==> src/rtl/sirq_pkg.sv <==
package sirq_pkg;
   localparam int ADDR_W = 5;
   localparam int PHY_W  = 3;

   typedef enum logic [1:0] {
      RK_NONE  = 2'd0,
      RK_CHAN  = 2'd1,
      RK_ALIAS = 2'd2
   } rd_kind_e;
endpackage

==> src/rtl/sirq_chan_flags.sv <==
module sirq_chan_flags #(
   parameter int STAT_W = 8
) (
   input  logic              clk,
   input  logic              rst_n,
   input  logic              primed,
   input  logic [STAT_W-1:0] stat_i,
   input  logic [STAT_W-1:0] mask,
   input  logic              clr,
   output logic [STAT_W-1:0] stat_q,
   output logic              pend
);
   logic [STAT_W-1:0] flags_q;
   logic [STAT_W-1:0] delta;

   always_comb begin
      delta = primed ? ((stat_i ^ stat_q) & ~mask) : '0;
   end

   always_ff @(posedge clk) begin
      if (!rst_n) begin
         stat_q  <= '0;
         flags_q <= '0;
      end else begin
         stat_q  <= stat_i;
         flags_q <= (clr ? '0 : flags_q) | delta;
      end
   end

   assign pend = |(flags_q & ~mask);
endmodule

==> src/rtl/sirq_prio_pick.sv <==
module sirq_prio_pick #(
   parameter int NUM_CH = 4,
   localparam int CH_W  = (NUM_CH > 1) ? $clog2(NUM_CH) : 1
) (
   input  logic [NUM_CH-1:0] req,
   output logic [CH_W-1:0]   idx,
   output logic              any
);
   always_comb begin
      idx = '0;
      any = 1'b0;
      for (int i = NUM_CH - 1; i >= 0; i--) begin
         if (req[i]) begin
            idx = CH_W'(i);
            any = 1'b1;
         end
      end
   end
endmodule

==> src/rtl/sirq_pulse_gen.sv <==
module sirq_pulse_gen (
   input  logic clk,
   input  logic rst_n,
   input  logic irq,
   input  logic mdc_rise,
   input  logic bus_idle,
   output logic pulse
);
   logic irq_q;
   logic req_q;
   logic req_n;
   logic pulse_n;

   always_comb begin
      req_n   = req_q;
      pulse_n = pulse;
      if (irq && !irq_q) req_n = 1'b1;
      else if (!irq)     req_n = 1'b0;
      if (mdc_rise) begin
         if (pulse) begin
            pulse_n = 1'b0;
         end else if (req_q && bus_idle) begin
            pulse_n = 1'b1;
            req_n   = 1'b0;
         end
      end
   end

   always_ff @(posedge clk) begin
      if (!rst_n) begin
         irq_q <= 1'b0;
         req_q <= 1'b0;
         pulse <= 1'b0;
      end else begin
         irq_q <= irq;
         req_q <= req_n;
         pulse <= pulse_n;
      end
   end
endmodule

==> src/rtl/sirq_ctrl.sv <==
module sirq_ctrl
   import sirq_pkg::*;
#(
   parameter int              NUM_CH     = 4,
   parameter int              STAT_W     = 8,
   parameter int              STAT_BASE  = 16,
   parameter int              ALIAS_ADDR = 30,
   parameter logic [STAT_W-1:0] MASK_RST = '0,
   localparam int             CH_W       = (NUM_CH > 1) ? $clog2(NUM_CH) : 1,
   localparam int             REG_W      = STAT_W + 1 + CH_W
) (
   input  logic                     clk,
   input  logic                     rst_n,
   input  logic [NUM_CH*STAT_W-1:0] stat_i,
   input  logic                     mask_we,
   input  logic [STAT_W-1:0]        mask_wdata,
   input  logic [PHY_W-1:0]         phy_pins,
   input  logic                     rd_stb,
   input  logic [PHY_W-1:0]         rd_phy,
   input  logic [ADDR_W-1:0]        rd_addr,
   output logic                     rd_vld,
   output logic [REG_W-1:0]         rd_data,
   output logic                     irq_o,
   input  logic                     mdc_rise,
   input  logic                     bus_idle,
   output logic                     mdio_pulse
);
   if (NUM_CH < 2 || NUM_CH != (1 << CH_W)) begin : g_bad_ch
      $error("NUM_CH must be a power of two of at least 2");
   end
   if (STAT_W < 1) begin : g_bad_w
      $error("STAT_W must be positive");
   end
   if (STAT_BASE + NUM_CH > (1 << ADDR_W) ||
       (ALIAS_ADDR >= STAT_BASE && ALIAS_ADDR < STAT_BASE + NUM_CH)) begin : g_bad_map
      $error("status window overlaps alias or exceeds address space");
   end

   logic [STAT_W-1:0] mask_q;
   logic              primed_q;
   logic [NUM_CH-1:0] pend;
   logic [NUM_CH-1:0] clr;
   logic [STAT_W-1:0] stat_q_a [NUM_CH];
   logic [CH_W-1:0]   pick_idx;
   logic              pick_any;
   rd_kind_e          kind;
   logic [CH_W-1:0]   sel_ch;
   logic              hit;

   always_ff @(posedge clk) begin
      if (!rst_n) begin
         mask_q   <= MASK_RST;
         primed_q <= 1'b0;
      end else begin
         primed_q <= 1'b1;
         if (mask_we) mask_q <= mask_wdata;
      end
   end

   for (genvar c = 0; c < NUM_CH; c++) begin : g_ch
      sirq_chan_flags #(.STAT_W(STAT_W)) u_flags (
         .clk    (clk),
         .rst_n  (rst_n),
         .primed (primed_q),
         .stat_i (stat_i[c*STAT_W +: STAT_W]),
         .mask   (mask_q),
         .clr    (clr[c]),
         .stat_q (stat_q_a[c]),
         .pend   (pend[c])
      );
   end

   sirq_prio_pick #(.NUM_CH(NUM_CH)) u_pick (
      .req (pend),
      .idx (pick_idx),
      .any (pick_any)
   );

   always_comb begin
      hit  = rd_stb && (rd_phy == phy_pins);
      kind = RK_NONE;
      sel_ch = '0;
      if (hit) begin
         if (int'(rd_addr) == ALIAS_ADDR) begin
            kind   = RK_ALIAS;
            sel_ch = pick_idx;
         end else if (int'(rd_addr) >= STAT_BASE && int'(rd_addr) < STAT_BASE + NUM_CH) begin
            kind   = RK_CHAN;
            sel_ch = CH_W'(int'(rd_addr) - STAT_BASE);
         end
      end
      clr = '0;
      if (kind == RK_CHAN || (kind == RK_ALIAS && pick_any)) clr[sel_ch] = 1'b1;
   end

   always_ff @(posedge clk) begin
      if (!rst_n) begin
         rd_vld  <= 1'b0;
         rd_data <= '0;
      end else begin
         rd_vld <= (kind != RK_NONE);
         if (kind != RK_NONE) rd_data <= {sel_ch, pend[sel_ch], stat_q_a[sel_ch]};
      end
   end

   assign irq_o = |pend;

   sirq_pulse_gen u_pulse (
      .clk      (clk),
      .rst_n    (rst_n),
      .irq      (irq_o),
      .mdc_rise (mdc_rise),
      .bus_idle (bus_idle),
      .pulse    (mdio_pulse)
   );
endmodule

==> config.mk <==
export PLATFORM = sky130hd
export DESIGN_NAME = sirq_ctrl
export DESIGN_NICKNAME = d
export VERILOG_FILES = /design/src/rtl/sirq_pkg.sv /design/src/rtl/sirq_chan_flags.sv /design/src/rtl/sirq_prio_pick.sv /design/src/rtl/sirq_pulse_gen.sv /design/src/rtl/sirq_ctrl.sv
export SDC_FILE = /design/constraint.sdc
export NUM_CORES = 1
export LEC_CHECK = 0
export ABC_CLOCK_PERIOD_IN_PS = 4950
export BUFFER_PORTS_ARGS = -buffer_cell sky130_fd_sc_hd__buf_2
export CORE_AREA = 2 2 115 117
export CTS_CLUSTER_SIZE = 16
export DETAILED_ROUTE_END_ITERATION = 7
export DIE_AREA = 0 0 117 119
export SLEW_MARGIN = 25
export SYNTH_ARGS = -nofsm -noshare
export SYNTH_HDL_FRONTEND = slang
export SYNTH_SLANG_ARGS = --single-unit
export TNS_END_PERCENT = 30
==> constraint.sdc <==
create_clock -name clk -period 4.95 [get_ports clk]
set_input_delay 0.2475 -clock clk [delete_from_list [all_inputs] [get_ports clk]]
set_output_delay 0.2475 -clock clk [all_outputs]
set_load 0.005 [all_outputs]
; After elaboration in Yosys (flattened, before gate mapping)
; Cells that the tools add are included.
[totals]
wordCells = 95
output_inout_bits = 14
input_bits = 57
ff_bits = 88
[classes]
order_cmp = 5
n_reduce_logical = 14
eq_ne = 4
bitwise = 18
n_mux = 38
addsub = 1
[op_table]
columns = op, n
row1 = two-way mux 8 bit, 10
row2 = bitwise AND 8 bit, 8
row3 = OR 8 bit, 4
row4 = OR reduction 32 bit, 1
row5 = OR reduction 8 bit, 4
row6 = bitwise XOR 8 bit, 4
row7 = two-way mux 2 bit, 9
row8 = binary-select mux 8 bit (select 2 bit), 1
row9 = two-way mux 1 bit, 15
row10 = inverter 8 bit, 1
row11 = logical AND 1 bit, 6
row12 = "== test 5 x 2 -> 1 bit, second input constant", 1
row13 = "greater-or-equal comparator 5 bit, second input constant", 1
row14 = "< comparator 5 bit, second input constant", 1
row15 = two-way mux 4 bit, 1
row16 = == test 3 bit, 1
row17 = "greater-or-equal comparator 3 bit, second input constant", 1
row18 = "< comparator 2 x 3 -> 1 bit, second input constant", 1
row19 = inverter 2 -> 3 bit, 1
row20 = binary-select mux 1 bit (select 2 bit), 1
row21 = demux 1 bit (select 2 bit), 1
row22 = "== test 2 x 1 -> 1 bit, second input constant", 1
row23 = "== test 2 bit, second input constant", 1
row24 = "greater-or-equal comparator 2 x 1 -> 1 bit, second input constant", 1
row25 = 4 further kinds, 4

; Depth between registers and ports, before layout
; Gate-level depths: netlist of run 1.
[depth]
depth_word = 16
ltp_mapped = 9

; By module
; A second synthesis of run 1 with hierarchy kept.
[hier_totals]
hier_cells = 409
hier_area_um2 = 3793.6
[by_module_without_submodules]
columns = module, area_each_um2, seq_area_each_um2, cells_each, n_inst
row1 = sirq_chan_flags, 613.1, 320.3, 65, 4
row2 = sirq_ctrl, 1189.9, 420.4, 133, 1
row3 = sirq_pulse_gen, 116.4, 60.1, 9, 1
row4 = sirq_prio_pick, 35.0, 0.0, 7, 1

; Worst setup path after synthesis of run 1
; Ideal clock, no wire load.
[synth_timing]
kind = register to register
from = register mask_q[6]
to = register rd_data[4]
slack_ns = 2.948
arrival_time_ns = 1.874
setup_ns = 0.128
path_stages_with_launch = 9
n_path_buf = 2
path_cell_list = dfxtp_1 > o22ai_1 > or4_4 > o21ai_2 > a21o_1 > buf_6 > buf_6 > mux2i_1 > o221ai_2
[synth_between]
elab_chain_cells = 13
[synth_rtl]
columns = item, line
row1 = start: declaration, sirq_ctrl.sv:39  ; logic [STAT_W-1:0] mask_q;
row2 = start signal: assignment, sirq_ctrl.sv:56  ; if (mask_we) mask_q <= mask_wdata;
row3 = inverter 8 bit *, sirq_chan_flags.sv:30  ; assign pend = |(flags_q & ~mask);
row4 = bitwise AND 8 bit, sirq_chan_flags.sv:30
row5 = OR reduction 8 bit, sirq_chan_flags.sv:30
row6 = two-way mux 2 bit (3 in series), sirq_prio_pick.sv:13  ; if (req[i]) begin
row7 = two-way mux 2 bit *, sirq_prio_pick.sv:13
row8 = two-way mux 2 bit *, sirq_ctrl.sv:84  ; if (int'(rd_addr) == ALIAS_ADDR) begin
row9 = two-way mux 2 bit *, sirq_ctrl.sv:83  ; if (hit) begin
row10 = inverter 2 -> 3 bit (not written as such) *, sirq_ctrl.sv:102  ; if (kind != RK_NONE) rd_data <= {sel_ch, pend[sel_ch], stat_q_a[sel_ch]};
row11 = binary-select mux 8 bit (select 2 bit) *, sirq_ctrl.sv:102
row12 = two-way mux 8 bit (not written as such) * (2 in series), sirq_ctrl.sv:102
row13 = end signal: assignment, sirq_ctrl.sv:102
row14 = end: declaration, sirq_ctrl.sv:22  ; output logic [REG_W-1:0] rd_data,
; Mark *: on every way between the ends. The rest lies on a longest branch, timed or not. The select of a mux whose other input is x is not followed.
; A chain may end at the register's enable or synchronous reset.

; Worst setup path in the final report of run 1
[layout_timing]
from = register mask_q[3]
to = register g_ch[0].u_flags.flags_q[2]
[layout_between]
elab_chain_cells = 16
[layout_rtl]
columns = item, line
row1 = inverter 8 bit *, sirq_chan_flags.sv:30
row2 = bitwise AND 8 bit, sirq_chan_flags.sv:30
row3 = OR reduction 8 bit, sirq_chan_flags.sv:30
row4 = two-way mux 2 bit (4 in series), sirq_prio_pick.sv:13
row5 = two-way mux 2 bit, sirq_ctrl.sv:84
row6 = two-way mux 2 bit, sirq_ctrl.sv:83
row7 = < comparator 2 x 3 -> 1 bit (not written as such) / greater-or-equal comparator 2 x 1 -> 1 bit (equally long branches), sirq_ctrl.sv:93  ; if (kind == RK_CHAN || (kind == RK_ALIAS && pick_any)) clr[sel_ch] = 1'b1;
row8 = logical AND 1 bit (not written as such), sirq_ctrl.sv:93
row9 = two-way mux 1 bit (not written as such), sirq_ctrl.sv:93
row10 = demux 1 bit (select 2 bit), sirq_ctrl.sv:93
row11 = two-way mux 4 bit *, sirq_ctrl.sv:93
row12 = two-way mux 8 bit *, sirq_chan_flags.sv:26  ; flags_q <= (clr ? '0 : flags_q) | delta;
row13 = OR 8 bit *, sirq_chan_flags.sv:26
row14 = end signal: assignment, sirq_chan_flags.sv:26
row15 = end: declaration, sirq_chan_flags.sv:13  ; logic [STAT_W-1:0] flags_q;
; Mark *: on every way between the ends. The rest lies on a longest branch, timed or not.

==> flow_metrics.py, run 1 <==
metrics = {
    "grt": {
        "antenna_found_initial": 0,
        "grt_pass1_wl_mm": 15.39,
        "grt_max_degree": 53,
        "grt_pass1_vias": 3070,
        "grt_remaining_overflow": 0,
        "grtUsageTotal": 0.1440,
    },
    "power": {
        "pwr_density_cell_mw_per_mm2": 365.5,
        "irDropWorstVdd_uv": 145.9,
        "p_leak_nw": 2.025,
    },
    "synthesis": {
        "synth_top_area_share": 0.4539,
        "synth.area.top_cells": "dfxtp_1, xor2_1, and2_1",
        "ys_seq_area_frac": 0.4539,
        "yosysTopAreaCell": "dfxtp_1",
        "syn-num-nets": 458,
        "synth_common_cells": "dfxtp_1, and2_1, inv_1",
        "ys_async_sr_fraction": 0,
        "synth_edf_count": 0,
        "syn_avg_cell_area_um2": 9.679,
        "yosys.cell_count.top_type": "dfxtp_1",
        "netlist_instances": 401,
        "syn_area_mm2": 0.003881,
        "ys_seq_elements": 88,
        "ys_warn_count": 0,
        "ys.flop_type": "dfxtp_1",
        "ys_types": 42,
    },
    "route": {
        "wl_per_cell_um": 14.79,
        "routed.top_layer": "met4",
        "firstDrtPassIters": 4,
        "avgViaCountPerCell": 4.645,
        "drt-met1-wl_mm": 4.550,
        "num_vias": 3010,
        "dr_wl_met3_um": 594,
        "drt_iter0_drc": 130,
        "routed_wl_mm": 9.583,
        "wl_met2_mm": 4.331,
        "ant_nets": 0,
        "drc": 0,
    },
    "placed_design": {
        "place_hpwl_mm": 6.774,
        "gp_congestion": 0.8001,
        "post-place-ws_ns": 2.248,
        "io_buffer_count": 70,
    },
    "critical_path": {
        "critical_path.max_stage_delay_ns": 0.52,
        "critPathRequiredTime_ns": 5.17,
        "worstSetupPathType": "reg -> reg",
        "critical_path.cell_chain": "o22ai_1 -> nor4_4 -> o21ai_2 -> a21oi_2 -> buf_4 -> a41oi_4 -> a32o_1",
        "slowest_stage": "a21oi_2",
        "setup.worst_path.start_class": "flop",
        "crit_path_end_kind": "flop",
        "crit_fanout": 12,
        "cp_top_family": "compound AO/OA/AOI/OAI gates",
        "path_buf_inv": 1,
        "cp.arrival_ns": 2.91,
    },
    "clock_tree": {
        "cts_hold_buf": 0,
        "insertion_delay_ns": 0.33,
        "clk_pin_slew_ns": 0.06,
        "cts_tree": "built",
        "postCtsSetupRepairBufs": 0,
        "cts.sinks": 88,
        "cts_resized": 0,
        "numCtsBuffers": 9,
        "clockBufferDepth": 2,
        "htreeDepth": 3,
        "cts-root-buf": "clkbuf_16",
    },
    "run_status": {
        "status": "finished clean",
    },
    "sta": {
        "worst_slack_ns": 2.266,
        "drv_slew": 0,
        "tightestPinTransition_ns": 0.9889,
        "fin_crit_ns": 2.684,
        "rsz0062_at_grt": "no",
        "setup_tns_ns": 0,
        "max_freq_mhz": 372.5,
        "max_slew_margin": 0.3383,
        "whs_ns": 0.1384,
        "fin_crit_sh": 0.5423,
        "finalHoldViolations": 0,
        "setup_viol": 0,
        "worst_clock_skew_ns": 0.007062,
    },
    "final_layout": {
        "final_nets": 524,
        "antenna_cells": 0,
        "syn_to_final_growth_pct": 20.57,
        "drive_gt1_frac": 0.2246,
        "num-fill-cells": 1336,
    },
    "die": {
        "dieArea_mm2": 0.01392,
        "start_util": 0.3015,
        "die_w_um": 117,
        "coreArea_mm2": 0.01287,
        "rows": 42,
        "pin_count": 71,
        "die_h_um": 119,
    },
    "worst_hold_path": {
        "hp-class": "in -> reg",
    },
    "flow_run": {
        "maxCapViolCount": 0,
    },
}
## power by group
part / total [mW] / internal (mW) / leakage (nW) / switching [mW]
Combinational: 0.192 / 0.0900 / 1.14 / 0.102
Sequential: 0.779 / 0.752 / 0.727 / 0.0267
Clock: 0.739 / 0.471 / 0.159 / 0.268
## per-stage QoR
stage,cells,utilization,area [um2],power (mW)
after detailed placement,632,0.3375,4345,0.9870
after global routing,648,0.3635,4679,1.784
final,648,0.3635,4679,1.710
after CTS,648,0.3634,4678,1.731
after floorplan,401,-,3881,0.9181
after global placement,632,0.3375,4345,0.9820
## routing by layer
layer,vias up,track usage
met5,-,0
met4,0,0.03824
met3,10,0.04020
met2,72,0.2276
met1,1432,0.1926
li1,1496,-
## cell type report
cell class                      count  area [um2]  area share
Clock buffer                       12       256.5     0.05481
Clock inverter                      4       76.32     0.01631
Sequential cell                    88        1762      0.3765
Inverter                           34       127.6     0.02727
Multi-Input combinational cell    261        1864      0.3984
Tap cell                          176       220.2     0.04706
Timing Repair Buffer               73       372.9     0.07968
## worst register-to-register path: stages, from the launching register on
cell and delay [ns]:
dfxtp_1 0.44, o22ai_1 0.17, nor4_4 0.40, o21ai_2 0.12, a21oi_2 0.52, buf_4 0.35
a41oi_4 0.28, a32o_1 0.30
## layout by cell type (no fill, tap or decap), drive strengths merged, types with 2 or more instances in the layout
cell type and n:
a21o 2, nand2b 5, dfxtp 88, and3 3, mux2i 25, or4 2
inv 34, and2 43, nor4 4, o21a 8, a32o 8, xor2 32
clkbuf 12, nand2 27, o22ai 17, o221ai 8, nor2 10, xnor2 3
o21ai 19, buf 73, bufinv 2, a21oi 28, nor2b 7
## flip-flops by register name, summed over array words and instances (netlist names)
| register | count |
|---|---|
| g_ch.u_flags.stat_q | 32 |
| u_pulse.pulse | 1 |
| g_ch.u_flags.flags_q | 32 |
| rd_vld | 1 |
| mask_q | 8 |
| u_pulse.irq_q | 1 |
| primed_q | 1 |
| u_pulse.req_q | 1 |
| rd_data | 11 |
## path summary, 6_finish.rpt
path,from,end,slack (ns),cells past startpoint
max,mask_q[3]$_SDFFE_PN0P_,g_ch[0].u_flags.flags_q[2]$_SDFF_PN0_,2.27,7
min reg2reg,g_ch[0].u_flags.flags_q[3]$_SDFF_PN0_,g_ch[0].u_flags.flags_q[3]$_SDFF_PN0_,0.47,1
min,stat_i[7],g_ch[0].u_flags.stat_q[7]$_SDFF_PN0_,0.14,2
max reg2reg,mask_q[3]$_SDFFE_PN0P_,g_ch[0].u_flags.flags_q[2]$_SDFF_PN0_,2.27,7
## cells by family after synthesis
kind of cell | share of synthesized area
XOR/XNOR | 0.07898
multiplexers | 0.06447
buffers and inverters | 0.06705
flip-flops | 0.4539
AND/OR/NAND/NOR | 0.1593
AO/OA/AOI/OAI | 0.1763
(Power assumes the default switching activity.)
==> run 2: changes to the inputs <==
ABC_AREA = 1   (was not set)
ABC_CLOCK_PERIOD_IN_PS = 2300   (was 4950)
CORE_AREA = 2 2 117 119   (was 2 2 115 117)
DIE_AREA = 0 0 119 121   (was 0 0 117 119)
clock period = 2.3 ns   (was 4.95 ns; I/O delays follow)
==> flow_metrics.py, run 2 <==
metrics = {
    "run_status": {
        "status": "finished with violations",
        "failed_checks": "hold timing",
    },
    "grt": {
        "antenna_found_initial": 0,
        "grt_max_degree": 43,
        "grt_pass1_vias": 3603,
        "grt_remaining_overflow": 0,
        "grt_pass1_wl_mm": 17.74,
        "grtUsageTotal": 0.1571,
    },
    "power": {
        "irDropWorstVdd_uv": 322.1,
        "p_leak_nw": 2.664,
        "pwr_density_cell_mw_per_mm2": 710.4,
    },
    "final_layout": {
        "reg_top3": "g_ch.u_flags.flags_q: 32 flops, g_ch.u_flags.stat_q: 32 flops, rd_data: 11 flops",
        "final_nets": 728,
        "antenna_cells": 0,
        "syn_to_final_growth_pct": 28.18,
        "mostFrequentLayoutCell": "nand2_1",
        "final_cell_mix": "nand2_1, dfxtp_1, buf_2",
        "drive_gt1_frac": 0.1775,
    },
    "route": {
        "drt_iter0_drc": 206,
        "routed_wl_mm": 10.74,
        "avgViaCountPerCell": 4.265,
        "num_vias": 3634,
        "firstDrtPassIters": 4,
        "wl_per_cell_um": 12.61,
        "drc": 0,
        "ant_nets": 0,
    },
    "die": {
        "pin_count": 71,
        "start_util": 0.3050,
        "die_h_um": 121,
        "die_w_um": 119,
        "dieArea_mm2": 0.01440,
        "rows": 42,
        "coreArea_mm2": 0.01309,
    },
    "synthesis": {
        "yosys.cell_count.top_type": "nand2_1",
        "ys_seq_elements": 88,
        "syn_area_mm2": 0.003991,
        "synth.area.top_cells": "dfxtp_1, nand2_1, xor2_1",
        "syn-num-nets": 630,
        "synth_common_cells": "nand2_1, dfxtp_1, inv_1",
        "ys_seq_area_frac": 0.4414,
        "yosysTopAreaCell": "dfxtp_1",
        "netlist_instances": 573,
        "synth_top_area_share": 0.4414,
        "ys_async_sr_fraction": 0,
        "synth_edf_count": 0,
        "ys.flop_type": "dfxtp_1",
        "ys_types": 27,
        "syn_avg_cell_area_um2": 6.966,
        "ys_warn_count": 0,
    },
    "sta": {
        "fin_crit_ns": 1.993,
        "setup_viol": 0,
        "finalHoldViolations": 1,
        "fin_crit_sh": 0.8666,
        "drv_slew": 0,
        "setup_tns_ns": 0,
        "worst_clock_skew_ns": 0.01038,
        "tightestPinTransition_ns": 0.5378,
        "whs_ns": -0.001058,
        "rsz0062_at_grt": "no",
        "max_slew_margin": 0.6410,
        "max_freq_mhz": 501.7,
    },
    "critical_path": {
        "crit_fanout": 21,
        "cp.arrival_ns": 2.20,
        "setup.worst_path.start_class": "flop",
        "crit_path_end_kind": "flop",
        "critPathRequiredTime_ns": 2.51,
        "worstSetupPathType": "reg -> reg",
    },
    "clock_tree": {
        "cts-root-buf": "clkbuf_16",
        "clk_pin_slew_ns": 0.07,
        "cts.sinks": 88,
        "postCtsSetupRepairBufs": 0,
        "htreeDepth": 3,
        "cts_tree": "built",
        "numCtsBuffers": 9,
        "clockBufferDepth": 2,
        "insertion_delay_ns": 0.34,
    },
    "placed_design": {
        "gp_congestion": 0.8370,
        "place_hpwl_mm": 7.878,
        "io_buffer_count": 70,
    },
    "worst_hold_path": {
        "hp-class": "in -> reg",
    },
    "flow_run": {
        "maxCapViolCount": 0,
    },
}
## run 2: cell count changes after synthesis, sizes merged, moves of 17 or more
cell   delta
nand3    +34
nor2     +30
inv      +37
o22ai    -17
and2     -43
nand2   +201
mux2i    -25
## run 2: metal layers
layer  vias to the layer above  routed length [um]  track usage
met5                         -                   0            0
met4                         0                 129      0.04464
met1                      1616                5345       0.2144
met3                        10                 440      0.02867
li1                       1942                   -            -
met2                        66                4827       0.2543
## run 2: per-stage QoR
step	setup slack [ns]	std cells	util	instance area, um2	total power [mW]
after detailed placement	0.2662	805	0.3437	4497	2.152
after global routing	0.04796	852	0.3910	5116	3.798
final	0.3068	852	0.3910	5116	3.634
after CTS	0.2541	852	0.3903	5107	3.662
after global placement	0.3211	805	0.3437	4497	2.151
after floorplan	0.7610	573	-	3991	1.990
## run 2: path summary, 6_finish.rpt
path / start / to / slack, ns / cells after the start
min: stat_i[7] / g_ch[0].u_flags.stat_q[7]$_SDFF_PN0_ / -0.001 / 3
max: mask_q[3]$_SDFFE_PN0P_ / g_ch[0].u_flags.flags_q[0]$_SDFF_PN0_ / 0.31 / 13
min reg2reg: g_ch[1].u_flags.flags_q[2]$_SDFF_PN0_ / g_ch[1].u_flags.flags_q[2]$_SDFF_PN0_ / 0.46 / 2
max reg2reg: mask_q[3]$_SDFFE_PN0P_ / g_ch[0].u_flags.flags_q[0]$_SDFF_PN0_ / 0.31 / 13
## run 2: final cells by class
class / instances / area [um2]
inverters: 71 / 269.0
clock inverters: 4 / 53.80
fillers: 1395 / 7969
repair buffers: 105 / 690.7
clock buffers: 12 / 246.5
well taps: 176 / 220.2
multi-input cells: 396 / 1874
flip-flops and latches: 88 / 1762
## run 2: cell families (layout without fill, tap and decap cells)
kind of cell,Yosys count,after routing,share of synthesized area
AOI/OAI and AO/OA,56,56,0.07210
DFF,88,88,0.4414
and+or+nand+nor,309,309,0.3273
xor gates and xnor gates,31,31,0.06802
buffers and inverters,89,192,0.09122
## run 2: worst max-delay path, stage by stage (launching register included)
cell and delay, ns:
dfxtp_1 0.34, inv_2 0.06, nand2_1 0.05, o21ai_0 0.09, nor2_1 0.13, nand2_1 0.12, inv_1 0.09, nand2_2 0.06
nand2_4 0.20, nand2_8 0.17, inv_2 0.13, nand3_2 0.21, nand2_1 0.13, a21oi_1 0.06
## run 2: where the power goes
part           leakage [nW]  switching [mW]  internal [mW]
registers             0.728          0.0600           1.62
logic                  1.80           0.273          0.207
clock network         0.139           0.601          0.874
total                  2.66           0.934           2.70
## run 2: timing repair
item / in CTS / in global routing
hold buffers: 31 / 0
setup endpoints to repair: 0 / 4
endpoints found under the hold margin: 31 / 0
resized for setup: 0 / 1
